[src/rtl/flash_gate_pkg.sv]
package flash_gate_pkg;
  typedef enum logic [2:0] {
    CMD_NONE, CMD_CHIP, CMD_PROG, CMD_SERASE, CMD_SWON, CMD_SWOFF, CMD_CLR
  } cmd_e;

  typedef enum logic [1:0] {
    K_PROG   = 2'd0,
    K_SERASE = 2'd1,
    K_CHIP   = 2'd2
  } kind_e;

  localparam logic [31:0] SEQ_CHIP   = 32'hC794_809A;
  localparam logic [23:0] SEQ_CTRL   = 24'h6B_19E4;
  localparam logic [7:0]  OP_PROG    = 8'h2C;
  localparam logic [7:0]  OP_SERASE  = 8'h5E;
  localparam logic [7:0]  ARG_ON     = 8'h01;
  localparam logic [7:0]  ARG_OFF    = 8'h00;
  localparam logic [7:0]  ARG_CLR    = 8'hC3;
  localparam int          FRAME_LEN  = 4;
endpackage

[src/rtl/fg_frame_rx.sv]
module fg_frame_rx
  import flash_gate_pkg::*;
(
  input  logic        clk,
  input  logic        rst_n,
  input  logic        frame_n,
  input  logic        cmd_valid,
  input  logic [7:0]  cmd_data,
  input  logic        busy,
  output logic        cmd_ready,
  output logic        frame_end,
  output logic [31:0] bytes,
  output logic [2:0]  nbytes
);
  logic frame_q;

  // rising edge of the frame select, seen on the cycle it arrives
  assign frame_end = frame_n & ~frame_q;

  always_ff @(posedge clk or negedge rst_n) begin
    if (!rst_n) begin
      frame_q   <= 1'b1;
      cmd_ready <= 1'b0;
      nbytes    <= '0;
      bytes     <= '0;
    end else begin
      frame_q   <= frame_n;
      cmd_ready <= 1'b1;
      if (frame_n) begin
        nbytes <= '0;
      end else if (cmd_valid && cmd_ready && !busy) begin
        // count saturates one past a full frame so oversize frames are seen
        if (nbytes <= 3'(FRAME_LEN)) nbytes <= nbytes + 3'd1;
        if (nbytes < 3'(FRAME_LEN))  bytes  <= {bytes[23:0], cmd_data};
      end
    end
  end
endmodule

[src/rtl/fg_decode.sv]
module fg_decode
  import flash_gate_pkg::*;
#(
  parameter int SW = 3
) (
  input  logic [31:0]   bytes,
  input  logic [2:0]    nbytes,
  output cmd_e          cmd,
  output logic [SW-1:0] sector
);
  logic [7:0] b0, b1, b3;

  assign b0     = bytes[31:24];
  assign b1     = bytes[23:16];
  assign b3     = bytes[7:0];
  assign sector = b1[SW-1:0];

  always_comb begin
    cmd = CMD_NONE;
    if (nbytes == 3'(FRAME_LEN)) begin
      if (bytes == SEQ_CHIP)            cmd = CMD_CHIP;
      else if (b0 == OP_PROG)           cmd = CMD_PROG;
      else if (b0 == OP_SERASE)         cmd = CMD_SERASE;
      else if (bytes[31:8] == SEQ_CTRL) begin
        case (b3)
          ARG_ON:  cmd = CMD_SWON;
          ARG_OFF: cmd = CMD_SWOFF;
          ARG_CLR: cmd = CMD_CLR;
          default: cmd = CMD_NONE;
        endcase
      end
    end
  end
endmodule

[src/rtl/fg_prot.sv]
module fg_prot
  import flash_gate_pkg::*;
#(
  parameter int NSECT = 8,
  parameter int SW    = 3
) (
  input  logic             clk,
  input  logic             rst_n,
  input  logic             start,
  input  cmd_e             cmd,
  input  logic [SW-1:0]    sector,
  input  logic             wp_in,
  input  logic             busy,
  input  logic             mask_load,
  input  logic [NSECT-1:0] mask_in,
  output logic             grant,
  output logic             go_valid,
  output logic [1:0]       go_kind,
  output logic [SW-1:0]    go_sector,
  output logic             sw_en,
  output logic             wp_lat,
  output logic             err,
  output logic             prot_on,
  output logic [NSECT-1:0] mask_q
);
  logic  deny;
  kind_e kind;

  assign prot_on = sw_en | wp_lat;

  always_comb begin
    grant = 1'b0;
    deny  = 1'b0;
    kind  = K_PROG;
    if (start) begin
      case (cmd)
        CMD_CHIP: begin
          kind = K_CHIP;
          if (prot_on && |mask_q) deny = 1'b1;
          else                    grant = 1'b1;
        end
        CMD_PROG, CMD_SERASE: begin
          kind = (cmd == CMD_PROG) ? K_PROG : K_SERASE;
          if (prot_on && mask_q[sector]) deny = 1'b1;
          else                           grant = 1'b1;
        end
        default: ;
      endcase
    end
  end

  always_ff @(posedge clk or negedge rst_n) begin
    if (!rst_n) begin
      sw_en     <= 1'b0;
      wp_lat    <= 1'b0;
      err       <= 1'b0;
      mask_q    <= '1;
      go_valid  <= 1'b0;
      go_kind   <= '0;
      go_sector <= '0;
    end else begin
      go_valid <= grant;
      if (grant) begin
        go_kind   <= kind;
        go_sector <= (kind == K_CHIP) ? '0 : sector;
      end
      // hardware protect is sampled only between operations
      if (!busy) wp_lat <= wp_in;
      if (mask_load && !busy) mask_q <= mask_in;
      if (start && cmd == CMD_SWON)  sw_en <= 1'b1;
      if (start && cmd == CMD_SWOFF) sw_en <= 1'b0;
      if (deny)                      err <= 1'b1;
      else if (start && cmd == CMD_CLR) err <= 1'b0;
    end
  end
endmodule

[src/rtl/fg_busy_timer.sv]
module fg_busy_timer #(
  parameter int CW = 16
) (
  input  logic          clk,
  input  logic          rst_n,
  input  logic          start,
  input  logic [CW-1:0] cycles,
  output logic          busy
);
  logic [CW-1:0] cnt;

  always_ff @(posedge clk or negedge rst_n) begin
    if (!rst_n) begin
      busy <= 1'b0;
      cnt  <= '0;
    end else if (start) begin
      busy <= 1'b1;
      cnt  <= (cycles == '0) ? CW'(1) : cycles;
    end else if (busy) begin
      if (cnt <= CW'(1)) busy <= 1'b0;
      cnt <= cnt - CW'(1);
    end
  end
endmodule

[src/rtl/flash_gate.sv]
module flash_gate
  import flash_gate_pkg::*;
#(
  parameter int NSECT = 8,
  parameter int CW    = 16,
  localparam int SW   = (NSECT > 1) ? $clog2(NSECT) : 1
) (
  input  logic             clk,
  input  logic             rst_n,
  input  logic             frame_n,
  input  logic             cmd_valid,
  output logic             cmd_ready,
  input  logic [7:0]       cmd_data,
  input  logic             wp_in,
  input  logic             mask_load,
  input  logic [NSECT-1:0] mask_in,
  input  logic [CW-1:0]    erase_cycles,
  output logic             go_valid,
  output logic [1:0]       go_kind,
  output logic [SW-1:0]    go_sector,
  output logic             busy,
  output logic [3:0]       status
);
  logic             frame_end, start, grant;
  logic [31:0]      bytes;
  logic [2:0]       nbytes;
  cmd_e             cmd;
  logic [SW-1:0]    sector;
  logic             sw_en, wp_lat, err, prot_on;
  logic [NSECT-1:0] mask_q;

  assign start  = frame_end & ~busy;
  assign status = {err, wp_lat, prot_on, busy};

  fg_frame_rx u_rx (
    .clk(clk), .rst_n(rst_n), .frame_n(frame_n), .cmd_valid(cmd_valid),
    .cmd_data(cmd_data), .busy(busy), .cmd_ready(cmd_ready),
    .frame_end(frame_end), .bytes(bytes), .nbytes(nbytes)
  );

  fg_decode #(.SW(SW)) u_dec (
    .bytes(bytes), .nbytes(nbytes), .cmd(cmd), .sector(sector)
  );

  fg_prot #(.NSECT(NSECT), .SW(SW)) u_prot (
    .clk(clk), .rst_n(rst_n), .start(start), .cmd(cmd), .sector(sector),
    .wp_in(wp_in), .busy(busy), .mask_load(mask_load), .mask_in(mask_in),
    .grant(grant), .go_valid(go_valid), .go_kind(go_kind),
    .go_sector(go_sector), .sw_en(sw_en), .wp_lat(wp_lat), .err(err),
    .prot_on(prot_on), .mask_q(mask_q)
  );

  fg_busy_timer #(.CW(CW)) u_tmr (
    .clk(clk), .rst_n(rst_n), .start(grant), .cycles(erase_cycles),
    .busy(busy)
  );
endmodule

[config.mk]
export PLATFORM = sky130hd
export DESIGN_NAME = flash_gate
export DESIGN_NICKNAME = d
export VERILOG_FILES = /design/src/rtl/flash_gate_pkg.sv /design/src/rtl/fg_frame_rx.sv /design/src/rtl/fg_decode.sv /design/src/rtl/fg_prot.sv /design/src/rtl/fg_busy_timer.sv /design/src/rtl/flash_gate.sv
export SDC_FILE = /design/constraint.sdc
export NUM_CORES = 1
export LEC_CHECK = 0
export BUFFER_PORTS_ARGS = -buffer_cell sky130_fd_sc_hd__buf_2
export CAP_MARGIN = 20
export CORE_ASPECT_RATIO = 1.5
export CORE_UTILIZATION = 42
export CTS_BUF_LIST = sky130_fd_sc_hd__clkbuf_2
export CTS_CLUSTER_SIZE = 25
export DETAILED_ROUTE_END_ITERATION = 10
export PLACE_DENSITY_LB_ADDON = 0.08
export SLEW_MARGIN = 20
export SYNTH_ARGS = -nofsm -noshare
export SYNTH_HDL_FRONTEND = slang
export SYNTH_SLANG_ARGS = --single-unit
[constraint.sdc]
create_clock -name clk -period 2.2 [get_ports clk]
set_clock_uncertainty 0.15 [all_clocks]
set_input_delay 0.33 -clock clk [delete_from_list [all_inputs] [get_ports clk]]
set_output_delay 0.33 -clock clk [all_outputs]
set_load 0.02 [all_outputs]
==> metrics.txt <==
H-tree Lvls 3; Syn Nets 348; crit path launch type flop; area leader, netlist dfrtp_1; root buf cell clkbuf_2; Post-synth EDFFs 0; Peak Freq just over 400 MHz; routed vias/inst 5.14; CTS clk-pin slew, worst paths 200 ps; Fin. Hold Viols 0; Yosys warning total 0; sw frac between 20 and 30%; # IOs 50; site row count 40; # fillers 664; final instance area 5090 um2; failing checks setup timing; Starting Density 43.9%; DIE HEIGHT 115 um; internal cell power 1570 uW; # nets final 502; Min-Delay Path Class input port to asynchronous set/reset pin; multi-input logic area 1810 um2; global-route wire length before repair about 15 mm; gr usage total between 20% and 30%; simple-gate area share of the yosys netlist 14.8%; crit-path max FO 7; Reg area 1790 um2; Post-synth ARST share between 90% and 100%; Syn-to-layout area delta 42.3%; core area 8160 um2; Synth Area in Compound Gates under 10%; Pwr Total 2110 uW; Final HPWL DP 6.57 mm; dpl ws -326 ps; setup ws final -258 ps; Clock power frac a little under 30%; CP endpoint kind flop; total number of vias roughly 2900; Final Max Tran Viols 0; period utilization 112%; CTS Buf Count 9; reg2reg end u_tmr.cnt[5]; placed cell area 4440 um2; share of layout cells above drive strength 1 between 40% and 50%; largest family of logic cells by synthesized area multiplexers; Logic pwr share 7.8%; FF-to-FF path depth 8; top cells by count, synth 62 x dfrtp_1, 40 x mux2_2, 28 x nand2_1; DR DRC count 0; Overflow after GRT 0; Final Critical Period 2460 ps; worst IR drop on VDD between 0.2 and 0.25 mV; Antenna Nets Post-Route 0; most frequent cell after synthesis dfrtp_1; TritonRoute pass-1 iters 4; Synth Register Bits 71; Setup Crit Path Kind flop to flop; ys flop type dfrtp_1; Die Wd ~77 um; RSZ-0062 raised after global routing yes; Port-buffer cells slightly below 50; sequential share of the synthesized area ~50%; routability cong. about 0.8; worst skew pair latency 550 ps; Post-Syn Area 3580 um2; antenna violations before repair 0; sequential power share about 63%; cell area power density between 400 and 500 nW/um2; maximum number of pins on one net before global-route repair 59; Synth Instances 306; Max-Cap Viols 0; Yosys top cell area share between 40 and 50%; Distinct cells, synth 61; drt total wl roughly 9.2 mm; full die area 8910 um2; Max Root-Sink Buffers 2; post-synthesis mux area share 16.9%; run status finished with violations; TritonCTS clock tree built; Net Sw Power 534 uW; ant diodes 0; routed len/inst 16.1 um; critical path data arrival time 2770 ps; ranking of synthesized cells by area dfrtp_1 43%, mux2_2 13%, dfstp_2 6.6%, nand2_1 2.9%, mux2_1 2.8%; worst reg2reg path startpoint u_rx.bytes[26]; vias in the first global route 3175; Post-Synth XOR/XNOR Area 3.67%; Synth Area in Adders 1.40%; Initial DRC Count 76; Lkg Pwr 0.00253 uW; required time of the critical path 2520 ps; # setup viols final 25; Reg2Reg Setup Slack -260 ps; CTS sink cnt 71; Syn Area/Cell 11.7 um2
[cell type report]
class | instances | share of cell area, %
repair buffers | 155 | 23.5
clock inverters | 4 | 0.442
well taps | 105 | 2.58
inverters | 23 | 1.69
flip-flops and latches | 71 | 35.1
multi-input cells | 200 | 35.6
clock buffers | 12 | 1.18
[sequential cells by signal, indices dropped and copies added (netlist names)]
register,flops
u_prot.go_valid,1
u_prot.mask_q,8
u_rx.cmd_ready,1
u_prot.go_kind,2
u_rx.nbytes,3
u_prot.go_sector,3
u_rx.bytes,32
u_rx.frame_q,1
u_prot.sw_en,1
u_prot.err,1
u_tmr.cnt,16
u_prot.wp_lat,1
u_tmr.busy,1
[metrics by stage]
step	utilization [%]	std cells	TNS [ps]	hold slack (ps)
2_1_floorplan	-	306	-1730	-116
3_3_place_gp	54.4	511	-4510	121
5_1_grt	62.5	570	-7740	20.6
4_1_cts	61.4	569	-4780	19.5
6_report	62.5	570	-4510	47.3
3_5_place_dp	54.4	511	-5550	125
[power by group through the flow]
stage	Combinational [uW]	Sequential, uW	Clock, uW
2_1_floorplan	27.8	1350	0
3_3_place_gp	116	1350	0
3_5_place_dp	118	1350	0
4_1_cts	165	1330	639
5_1_grt	180	1330	682
6_report	164	1330	615
[cell usage in the layout (no fill, tap or decap), types with 3 or more instances in the layout]
cell | Yosys | routed
a21oi_1 | 3 | 3
mux2_1 | 9 | 3
nand2_1 | 28 | 27
mux2_2 | 40 | 40
nor4_1 | 7 | 7
nor4bb_2 | 0 | 3
o21ai_0 | 3 | 3
or4_1 | 3 | 3
nand4_1 | 5 | 5
xor2_1 | 5 | 5
buf_6 | 1 | 11
nor3_4 | 0 | 3
nor2_1 | 13 | 12
clkbuf_2 | 0 | 12
nor3b_1 | 3 | 3
buf_4 | 4 | 58
nor3_1 | 6 | 4
o221ai_2 | 0 | 7
dfstp_2 | 9 | 9
ha_1 | 4 | 4
inv_1 | 22 | 22
buf_2 | 0 | 49
clkinv_2 | 0 | 3
dfrtp_1 | 62 | 62
mux2_4 | 0 | 6
xnor2_1 | 10 | 10
dlygate4sd3_1 | 0 | 35
[logic make-up (layout without fill, tap and decap cells)]
group / Yosys count / after routing
buf+inv: 36 / 194
fa+ha+maj: 4 / 4
compound gates: 36 / 37
xor+xnor: 15 / 15
other cells: 1 / 1
simple gates: 91 / 91
mux: 52 / 52
flops: 71 / 71
[how the worst max path moves through the flow]
stage	startpoint	to	slack [ps]	cells after the start
floorplan	u_rx.bytes[18]	u_tmr.cnt[11]	-140	7
global placement	u_rx.bytes[26]	u_tmr.cnt[7]	-280	6
detailed placement	u_rx.bytes[26]	u_tmr.cnt[12]	-330	6
CTS	u_rx.bytes[2]	u_tmr.cnt[12]	-250	7
global route	u_rx.bytes[23]	u_tmr.cnt[0]	-390	9
finish	u_rx.bytes[26]	u_tmr.cnt[5]	-260	8
[timing repair]
item                                    4_1_cts  5_1_grt
buffers inserted                              6        2
cloned                                        1        0
resized for setup                            14       14
endpoints found under the setup margin       25       25
endpoints found under the hold margin        99        0
pin swaps                                     9       12
hold buffers                                 35        0
[critical path: stages, from the launching register on]
cell      delay [ps]
dfrtp_1          450
nor4bb_2         290
nand4_1          180
buf_4            180
o31a_1           290
nor3_4           210
buf_6            140
o31a_4           180
mux2_4           310
[metal layers]
metal  track usage, %  part of all wire (%)  vias up
li1                 -                     -     1420
met1             22.8                    37     1430
met2             42.1                    56       58
met3             5.87                   3.2       24
met4             12.3                   3.7        0
met5                0                     0        -
Power figures use the tool's default switching activity.
